**src/rtl/cap_pkg.sv**
```systemverilog
package cap_pkg;
  typedef enum logic [1:0] {
    ST_IDLE = 2'd0,
    ST_RUN  = 2'd1,
    ST_POST = 2'd2,
    ST_DONE = 2'd3
  } cap_state_e;
endpackage

```
**src/rtl/cap_rate_gen.sv**
```systemverilog
module cap_rate_gen #(
  parameter int DIV_W = 8
) (
  input  logic             clk,
  input  logic             rst_n,
  input  logic             restart,
  input  logic             active,
  input  logic             use_fast,
  input  logic [DIV_W-1:0] div_cfg,
  output logic             osc_gate_en,
  output logic             div_gate_en,
  output logic             tick
);
  logic [DIV_W-1:0] dcnt_q;
  logic             div_hit;

  assign div_hit = (dcnt_q == div_cfg);

  always_ff @(posedge clk) begin
    if (!rst_n) dcnt_q <= '0;
    else if (restart || !active || use_fast) dcnt_q <= '0;
    else if (div_hit) dcnt_q <= '0;
    else dcnt_q <= dcnt_q + 1'b1;
  end

  // one source only: selection is a single latched bit
  assign osc_gate_en = active && use_fast;
  assign div_gate_en = active && !use_fast;
  assign tick = osc_gate_en || (div_gate_en && div_hit);
endmodule

```
**src/rtl/cap_edge_trig.sv**
```systemverilog
module cap_edge_trig #(
  parameter int CH = 4
) (
  input  logic          clk,
  input  logic          rst_n,
  input  logic          restart,
  input  logic          samp_en,
  input  logic [CH-1:0] chan_in,
  input  logic [CH-1:0] mask,
  output logic          fire
);
  logic [CH-1:0] prev_q;
  logic          have_prev_q;
  logic [CH-1:0] diff;

  always_comb begin
    for (int i = 0; i < CH; i++) diff[i] = (chan_in[i] ^ prev_q[i]) & mask[i];
  end

  assign fire = samp_en && have_prev_q && (|diff);

  always_ff @(posedge clk) begin
    if (!rst_n) begin
      prev_q      <= '0;
      have_prev_q <= 1'b0;
    end else if (restart) begin
      have_prev_q <= 1'b0;
    end else if (samp_en) begin
      prev_q      <= chan_in;
      have_prev_q <= 1'b1;
    end
  end
endmodule

```
**src/rtl/cap_addr_track.sv**
```systemverilog
module cap_addr_track #(
  parameter int CNT_W = 16,
  parameter int PRE_W = 2
) (
  input  logic                   clk,
  input  logic                   rst_n,
  input  logic                   restart,
  input  logic                   samp_en,
  output logic                   pre_tick,
  output logic [CNT_W+PRE_W-1:0] rd_start
);
  localparam logic [PRE_W-1:0] PRE_TOP = {PRE_W{1'b1}};

  logic [PRE_W-1:0] pre_q;
  logic [CNT_W-1:0] addr_q;

  assign pre_tick = samp_en && (pre_q == PRE_TOP);

  always_ff @(posedge clk) begin
    if (!rst_n || restart) begin
      pre_q  <= '0;
      addr_q <= '0;
    end else if (samp_en) begin
      pre_q <= pre_q + 1'b1;
      if (pre_tick) addr_q <= addr_q + 1'b1;
    end
  end

  assign rd_start = {addr_q, {PRE_W{1'b0}}};
endmodule

```
**src/rtl/cap_post_cnt.sv**
```systemverilog
module cap_post_cnt #(
  parameter int CNT_W = 16
) (
  input  logic             clk,
  input  logic             rst_n,
  input  logic             load,
  input  logic [CNT_W-1:0] load_val,
  input  logic             dec_tick,
  output logic             cnt_zero
);
  logic [CNT_W-1:0] cnt_q;

  assign cnt_zero = (cnt_q == '0);

  always_ff @(posedge clk) begin
    if (!rst_n) cnt_q <= '0;
    else if (load) cnt_q <= load_val;
    else if (dec_tick && !cnt_zero) cnt_q <= cnt_q - 1'b1;
  end
endmodule

```
**src/rtl/capture_trig_ctrl.sv**
```systemverilog
module capture_trig_ctrl
  import cap_pkg::*;
#(
  parameter int CH    = 4,
  parameter int CNT_W = 16,
  parameter int DIV_W = 8
) (
  input  logic               clk,
  input  logic               rst_n,
  input  logic               arm,
  input  logic               cfg_fast,
  input  logic [DIV_W-1:0]   cfg_div,
  input  logic [CH-1:0]      cfg_mask,
  input  logic [CNT_W-1:0]   cfg_post,
  input  logic [CH-1:0]      chan_in,
  output logic               osc_gate_en,
  output logic               div_gate_en,
  output logic               samp_en,
  output logic               cap_done,
  output logic [CNT_W+1:0]   rd_start_addr
);
  localparam int PRE_W = 2;

  cap_state_e       state_q, state_d;
  logic             fast_q;
  logic [DIV_W-1:0] div_q;
  logic [CH-1:0]    mask_q;
  logic [CNT_W-1:0] post_q;
  logic             active, tick, fire, pre_tick, cnt_zero, load;

  always_ff @(posedge clk) begin
    if (!rst_n) begin
      fast_q <= 1'b0;
      div_q  <= '0;
      mask_q <= '0;
      post_q <= '0;
    end else if (arm) begin
      fast_q <= cfg_fast;
      div_q  <= cfg_div;
      mask_q <= cfg_mask;
      post_q <= cfg_post;
    end
  end

  assign active = (state_q == ST_RUN) || (state_q == ST_POST);
  assign load   = (state_q == ST_RUN) && fire;

  always_comb begin
    state_d = state_q;
    if (arm) state_d = ST_RUN;
    else begin
      case (state_q)
        ST_RUN:  if (fire) state_d = ST_POST;
        ST_POST: if (pre_tick && cnt_zero) state_d = ST_DONE;
        default: state_d = state_q;
      endcase
    end
  end

  always_ff @(posedge clk) begin
    if (!rst_n) state_q <= ST_IDLE;
    else state_q <= state_d;
  end

  cap_rate_gen #(.DIV_W(DIV_W)) u_rate (
    .clk(clk), .rst_n(rst_n), .restart(arm), .active(active),
    .use_fast(fast_q), .div_cfg(div_q),
    .osc_gate_en(osc_gate_en), .div_gate_en(div_gate_en), .tick(tick)
  );

  assign samp_en = tick;

  cap_edge_trig #(.CH(CH)) u_trig (
    .clk(clk), .rst_n(rst_n), .restart(arm), .samp_en(samp_en),
    .chan_in(chan_in), .mask(mask_q), .fire(fire)
  );

  cap_addr_track #(.CNT_W(CNT_W), .PRE_W(PRE_W)) u_addr (
    .clk(clk), .rst_n(rst_n), .restart(arm), .samp_en(samp_en),
    .pre_tick(pre_tick), .rd_start(rd_start_addr)
  );

  cap_post_cnt #(.CNT_W(CNT_W)) u_post (
    .clk(clk), .rst_n(rst_n), .load(load), .load_val(post_q),
    .dec_tick(pre_tick && (state_q == ST_POST)), .cnt_zero(cnt_zero)
  );

  assign cap_done = (state_q == ST_DONE);
endmodule

```
**config.mk**
```make
export PLATFORM = sky130hd
export DESIGN_NAME = capture_trig_ctrl
export DESIGN_NICKNAME = d
export VERILOG_FILES = /design/src/rtl/cap_pkg.sv /design/src/rtl/cap_rate_gen.sv /design/src/rtl/cap_edge_trig.sv /design/src/rtl/cap_addr_track.sv /design/src/rtl/cap_post_cnt.sv /design/src/rtl/capture_trig_ctrl.sv
export SDC_FILE = /design/constraint.sdc
export NUM_CORES = 1
export LEC_CHECK = 0
export BUFFER_PORTS_ARGS = -buffer_cell sky130_fd_sc_hd__buf_2
export CORE_ASPECT_RATIO = 0.8
export CORE_UTILIZATION = 35
export CTS_CLUSTER_SIZE = 28
export DETAILED_ROUTE_END_ITERATION = 8
export PLACE_DENSITY = 0.58
export SYNTH_ARGS = -nofsm -noshare
export SYNTH_HDL_FRONTEND = slang
export SYNTH_SLANG_ARGS = --single-unit
```
**constraint.sdc**
```tcl
create_clock -name clk -period 4.7 [get_ports clk]
set_clock_uncertainty 0.2 [all_clocks]
set_input_delay 1.41 -clock clk [delete_from_list [all_inputs] [get_ports clk]]
set_output_delay 1.41 -clock clk [all_outputs]
set_load 0.1 [all_outputs]
```
# Yosys cells after proc, flatten, opt, wreduce, memory -nomap -nowiden
# Cells that the tools add are included.
dict set report totals {
  reg_bits 78
  in_bits 36
  out_inout_bits 22
  word_cells 71
}
dict set report classes {
  n_addsub 4
  eq_ne 9
  mux 6
  n_bitwise 10
  reduce_logical 30
}
# operator n
set op_table {}
lappend op_table {{2-to-1 mux 16 bit} 2}
lappend op_table {{adder 16 x 1 -> 16 bit (second input constant)} 1}
lappend op_table {{zero test 16 bit} 1}
lappend op_table {{subtractor 16 x 1 -> 16 bit (second input constant)} 1}
lappend op_table {{logical AND 1 bit} 10}
lappend op_table {{adder 8 x 1 -> 8 bit (second input constant)} 1}
lappend op_table {{== test 8 bit} 1}
lappend op_table {{== test 2 bit (second input constant)} 3}
lappend op_table {{AND reduction 3 bit} 2}
lappend op_table {{logical OR 1 bit} 5}
lappend op_table {{bitwise AND 1 bit} 4}
lappend op_table {{zero test 1 bit} 4}
lappend op_table {{2-to-1 mux 2 bit} 2}
lappend op_table {{case mux 2 bit (2 select lines)} 1}
lappend op_table {{AND reduction 2 bit} 2}
lappend op_table {{nonzero test 2 bit} 2}
lappend op_table {{OR reduction 4 bit} 1}
lappend op_table {{XOR 1 bit} 4}
lappend op_table {{!= test 3 x 2 -> 1 bit (second input constant)} 1}
lappend op_table {{!= test 3 bit (second input constant)} 1}
lappend op_table {{nonzero test 3 bit} 1}
lappend op_table {{OR reduction 3 bit} 1}
lappend op_table {{adder 2 x 1 -> 2 bit (second input constant)} 1}
lappend op_table {{== test 2 x 1 -> 1 bit (second input constant)} 1}
lappend op_table {{5 further kinds} 6}

# Depth between registers and ports, before layout
dict set report depth {
  ltp_word 10
  mapped_depth 9
  depth_no_buf 8
}

# By module
# From an unflattened synthesis, not the netlist that was laid out.
dict set report unflattened {
  hier_cells 393
  hier_area_um2 3696.0
}
# module n_inst cells_each area_each_um2
set modules_own_cells {}
lappend modules_own_cells {capture_trig_ctrl 1 112 1260.0}
lappend modules_own_cells {cap_post_cnt 1 114 922.1}
lappend modules_own_cells {cap_addr_track 1 96 829.5}
lappend modules_own_cells {cap_rate_gen 1 46 435.4}
lappend modules_own_cells {cap_edge_trig 1 25 249.0}

# Worst setup path before layout
# No wires, ideal clock.
dict set report synth_timing {
  kind {register to output}
  startpoint {register state_q[0]}
  endpoint {output osc_gate_en}
  t_arrival_ns 2.297
  required_time_ns 3.090
  path_slack_ns 0.793
  stages_incl_launch_ff 5
  cell_sequence {dfxtp_1 > inv_1 > ha_1 > buf_1 > nor2b_1}
}
dict set report synth_via {
  elab_chain_len 3
}
# item line
set synth_lines {}
lappend synth_lines {{from (decl)} capture_trig_ctrl.sv:24} ;# cap_state_e state_q, state_d;
lappend synth_lines {{from (signal assigned)} capture_trig_ctrl.sv:62} ;# else state_q <= state_d;
lappend synth_lines {{== test 2 x 1 -> 1 bit / == test 2 bit (equally long branches)} capture_trig_ctrl.sv:45} ;# assign active = (state_q == ST_RUN) || (state_q == ST_POST);
lappend synth_lines {{logical OR 1 bit *} capture_trig_ctrl.sv:45}
lappend synth_lines {{logical AND 1 bit *} cap_rate_gen.sv:27} ;# assign osc_gate_en = active && use_fast;
lappend synth_lines {{to (decl)} capture_trig_ctrl.sv:16} ;# output logic osc_gate_en,
# Mark *: on every way between the ends. The rest lies on a longest branch, timed or not.

# Worst setup path in the final report
dict set report layout_timing {
  startpoint {register u_rate.dcnt_q[0]}
  endpoint {output samp_en}
}
dict set report layout_via {
  elab_chain_len 3
}
# item line
set layout_lines {}
lappend layout_lines {{from (decl)} cap_rate_gen.sv:14} ;# logic [DIV_W-1:0] dcnt_q;
lappend layout_lines {{from (signal assigned)} cap_rate_gen.sv:23} ;# else dcnt_q <= dcnt_q + 1'b1;
lappend layout_lines {{== test 8 bit} cap_rate_gen.sv:17} ;# assign div_hit = (dcnt_q == div_cfg);
lappend layout_lines {{logical AND 1 bit} cap_rate_gen.sv:29} ;# assign tick = osc_gate_en || (div_gate_en && div_hit);
lappend layout_lines {{logical OR 1 bit} cap_rate_gen.sv:29}
lappend layout_lines {{to (decl)} capture_trig_ctrl.sv:18} ;# output logic samp_en,
# Every way passes these cells.

==> metrics.md <==
| Metric | Value |
|---|---|
| Worst setup EP type | primary output |
| Multiplexer share of the synthesized area | 8.66% |
| Initial antenna violation count | 0 |
| Worst Path Arrival | 2.68 ns |
| WL final | 8970 um |
| Worst Path Required | 3.09 ns |
| #FFs+latches synth | 78 |
| Synth Warn # | 0 |
| CP Launch Point | u_rate.dcnt_q[0] |
| Die H | 95.4 um |
| Final setup fails | 0 |
| Synth Instances | 433 |
| Core area | 0.0104 sq mm |
| DRT iter0 DRCs | 218 |
| Hold buffers post-CTS | 0 |
| Syn_area_per_cell | 8.81 sq um |
| CTS tree | done |
| R2r startpoint | u_post.cnt_q[0] |
| Root buffer cell | clkbuf_16 |
| Pwr/cell area | 340 mW/mm^2 |
| TNS Setup | 0 ns |
| Status | completed |
| RSZ-0062 raised after global routing | no |
| Worst-path clk slew | 0.06 ns |
| Maxcap violations | 0 |
| Clk buf depth | 2 |
| Seq/Total Area, Yosys | 40.9% |
| Share of cells above drive strength 1 | 16.9% |
| Synth cell types | 47 |
| Most common cell after layout, fill and taps aside | dfxtp_1 |
| Crit path time final | 4.29 ns |
| FMAX | 0.233 GHz |
| Largest net degree at the start of global routing | 35 |
| Initial core utilization | 36.7% |
| Commonest cells after routing, fill and taps aside | dfxtp_1 (78), buf_2 (55), nor2b_1 (33), mux2i_1 (33), nor2_1 (31) |
| Least-Margin Pin Slew | 1.01 ns |
| Clock Sinks | 78 |
| FF-to-FF End | u_post.cnt_q[11] |
| Slew margin rel. | 32.9% |
| Ys flop type | dfxtp_1 |
| Die area | 0.0113 sq mm |
| CP Class | reg -> out |
| Port buffer count | 55 |
| Max incr delay on CP | 0.47 ns |
| CP Capture Point | samp_en |
| Post-CTS setup repair buffer count | 0 |
| # diodes | 0 |
| Crit-path cells | xor2_1 > nor4_1 > a21oi_2 > or2_1 > clkinv_2 > buf_2 |
| DRC | 0 |
| Reg area | 0.00156 sq mm |
| DRT Pass-1 Iters | 4 |
| Grt ovf | 0 |
| Final Max Slew Viols | 0 |
| Post-DP HPWL | 6170 um |
| Cts repair resizes | 0 |
| Simple-gate share of the synthesized area | 24.1% |
| Kind of cell adding the most delay to the critical path | simple AND/OR/NAND/NOR gates |
| Worst VDD drop | 0.261 mV |
| DRT antenna net count | 0 |
| XOR/XNOR share of the synthesized area | 8.04% |
| Worst R2R Setup Slack | 1.59 ns |
| Final hold vios | 0 |
| Clk Latency, worst-skew pair | 0.34 ns |
| Number of global-route vias before repair | 3003 |
| Tcrit/Tclk final | 91.3% |
| GRT Resource Usage Total | 17.1% |
| Multi-input gate area | 0.00210 sq mm |
| Crit-path max FO | 14 |
| Slowest cell on the critical path | nor4_1 |
| Leak | 1.88 nW |
| Die X | 119 um |
| Critical path buffer and inverter count | 2 |
| Syn Std Cell Area | 0.00381 sq mm |
| Post-synth EDFFs | 0 |
| Nature of the critical path startpoint | register |
| Global-route wire length before repair | 15000 um |
| Asr flop ratio synth | 0% |
| H-tree depth | 3 |
| RD Place Congestion | 0.798 |
| Fillcell total | 1053 |
| CTS Buf Count | 9 |
| WL/cell | 14.5 um |
| Worst Hold Depth | 2 |
| Compound-Gate Fraction of Synth Area | 11.3% |
| Post-Synth Adder-Cell Area | 2.62% |
| Rows | 33 |
| Area Overhead vs Synth | 17.3% |
| Vias | 3191 |
| Post-DR vias/cell | 5.15 |
| Worst hold slack | 0.262 ns |
| Class of the worst hold path | reg -> reg |
| Num ports | 58 |
| Crit path depth | 6 |
| Fin nets | 519 |
| Largest family of logic cells by synthesized area | simple AND/OR/NAND/NOR gates |
| Path depth of the worst reg2reg path | 8 |
-- cell families (layout without fill, tap and decap cells) --
group	after synthesis	in the layout
AOI/OAI and AO/OA	68	68
xor gates and xnor gates	35	35
adders and majority gates	8	8
buffers and inverters	39	85
DFF	78	78
muxes	33	33
other	1	2
and+or+nand+nor	171	171
-- worst min path at each step --
stage / from / endpoint / slack, ns
floorplan: u_addr.pre_q[1] / u_addr.pre_q[1] / 0.24
global placement: u_addr.pre_q[1] / u_addr.pre_q[1] / 0.25
detailed placement: u_addr.pre_q[1] / u_addr.pre_q[1] / 0.26
CTS: u_addr.pre_q[1] / u_addr.pre_q[1] / 0.27
global route: u_trig.prev_q[3] / u_trig.prev_q[3] / 0.29
finish: u_addr.pre_q[1] / u_addr.pre_q[1] / 0.26
-- cells in the mapped netlist, types with 11 or more instances --
cell | number | area [sq um]
xor2_1 | 24 | 210
dfxtp_1 | 78 | 1560
nor2_1 | 31 | 116
xnor2_1 | 11 | 96.3
nor2b_1 | 33 | 206
o21ai_0 | 12 | 60.1
inv_1 | 11 | 41.3
nor3_1 | 19 | 95.1
clkbuf_1 | 17 | 63.8
nand2_1 | 25 | 93.8
a21oi_1 | 27 | 135
mux2i_1 | 33 | 330
nand3_1 | 18 | 90.1
-- per-layer routing --
layer / wire (um) / vias to the layer above / track usage [%]
met2: 3720 / 92 / 24.7
li1: - / 1604 / -
met1: 4670 / 1484 / 23.9
met5: 0 / - / 0
met3: 463 / 11 / 4.78
met4: 129 / 0 / 6.65
-- tightest hold or removal path: stages, from the launching register on --
cell     delay (ns)
dfxtp_1        0.31
nand2_1        0.05
a21oi_1        0.05
-- power breakdown --
group / switching (mW) / internal (mW)
sequential: 0.0132 / 0.680
clock: 0.263 / 0.437
combinational: 0.0829 / 0.0454
total: 0.359 / 1.16
-- final cells by class --
cell class                      count  area share [%]
Clock inverter                      4            1.01
Clock buffer                       12            5.73
Multi-Input combinational cell    317            46.9
Inverter                           12            1.03
Timing Repair Buffer               57            6.49
Tap cell                          140            3.91
Sequential cell                    78            34.9
-- flip-flops by register name, indices dropped and copies added (netlist names) --
signal and count:
u_trig.prev_q 4, post_q 16, mask_q 4, u_trig.have_prev_q 1
state_q 2, fast_q 1, u_post.cnt_q 16, u_addr.addr_q 16
div_q 8, u_addr.pre_q 2, u_rate.dcnt_q 8
-- through the flow --
step           area (sq um)  utilization [%]  worst slack [ns]  instances  total power, mW
6_report               4480             43.0             0.410        620             1.52
5_1_grt                4480             43.0             0.209        620             1.59
4_1_cts                4470             43.0             0.175        620             1.54
3_5_place_dp           4170             40.1             0.550        604            0.835
3_3_place_gp           4170             40.1             0.637        604            0.833
2_1_floorplan          3820                -             0.793        434            0.800
No activity file was read; power rests on OpenSTA's default activity.
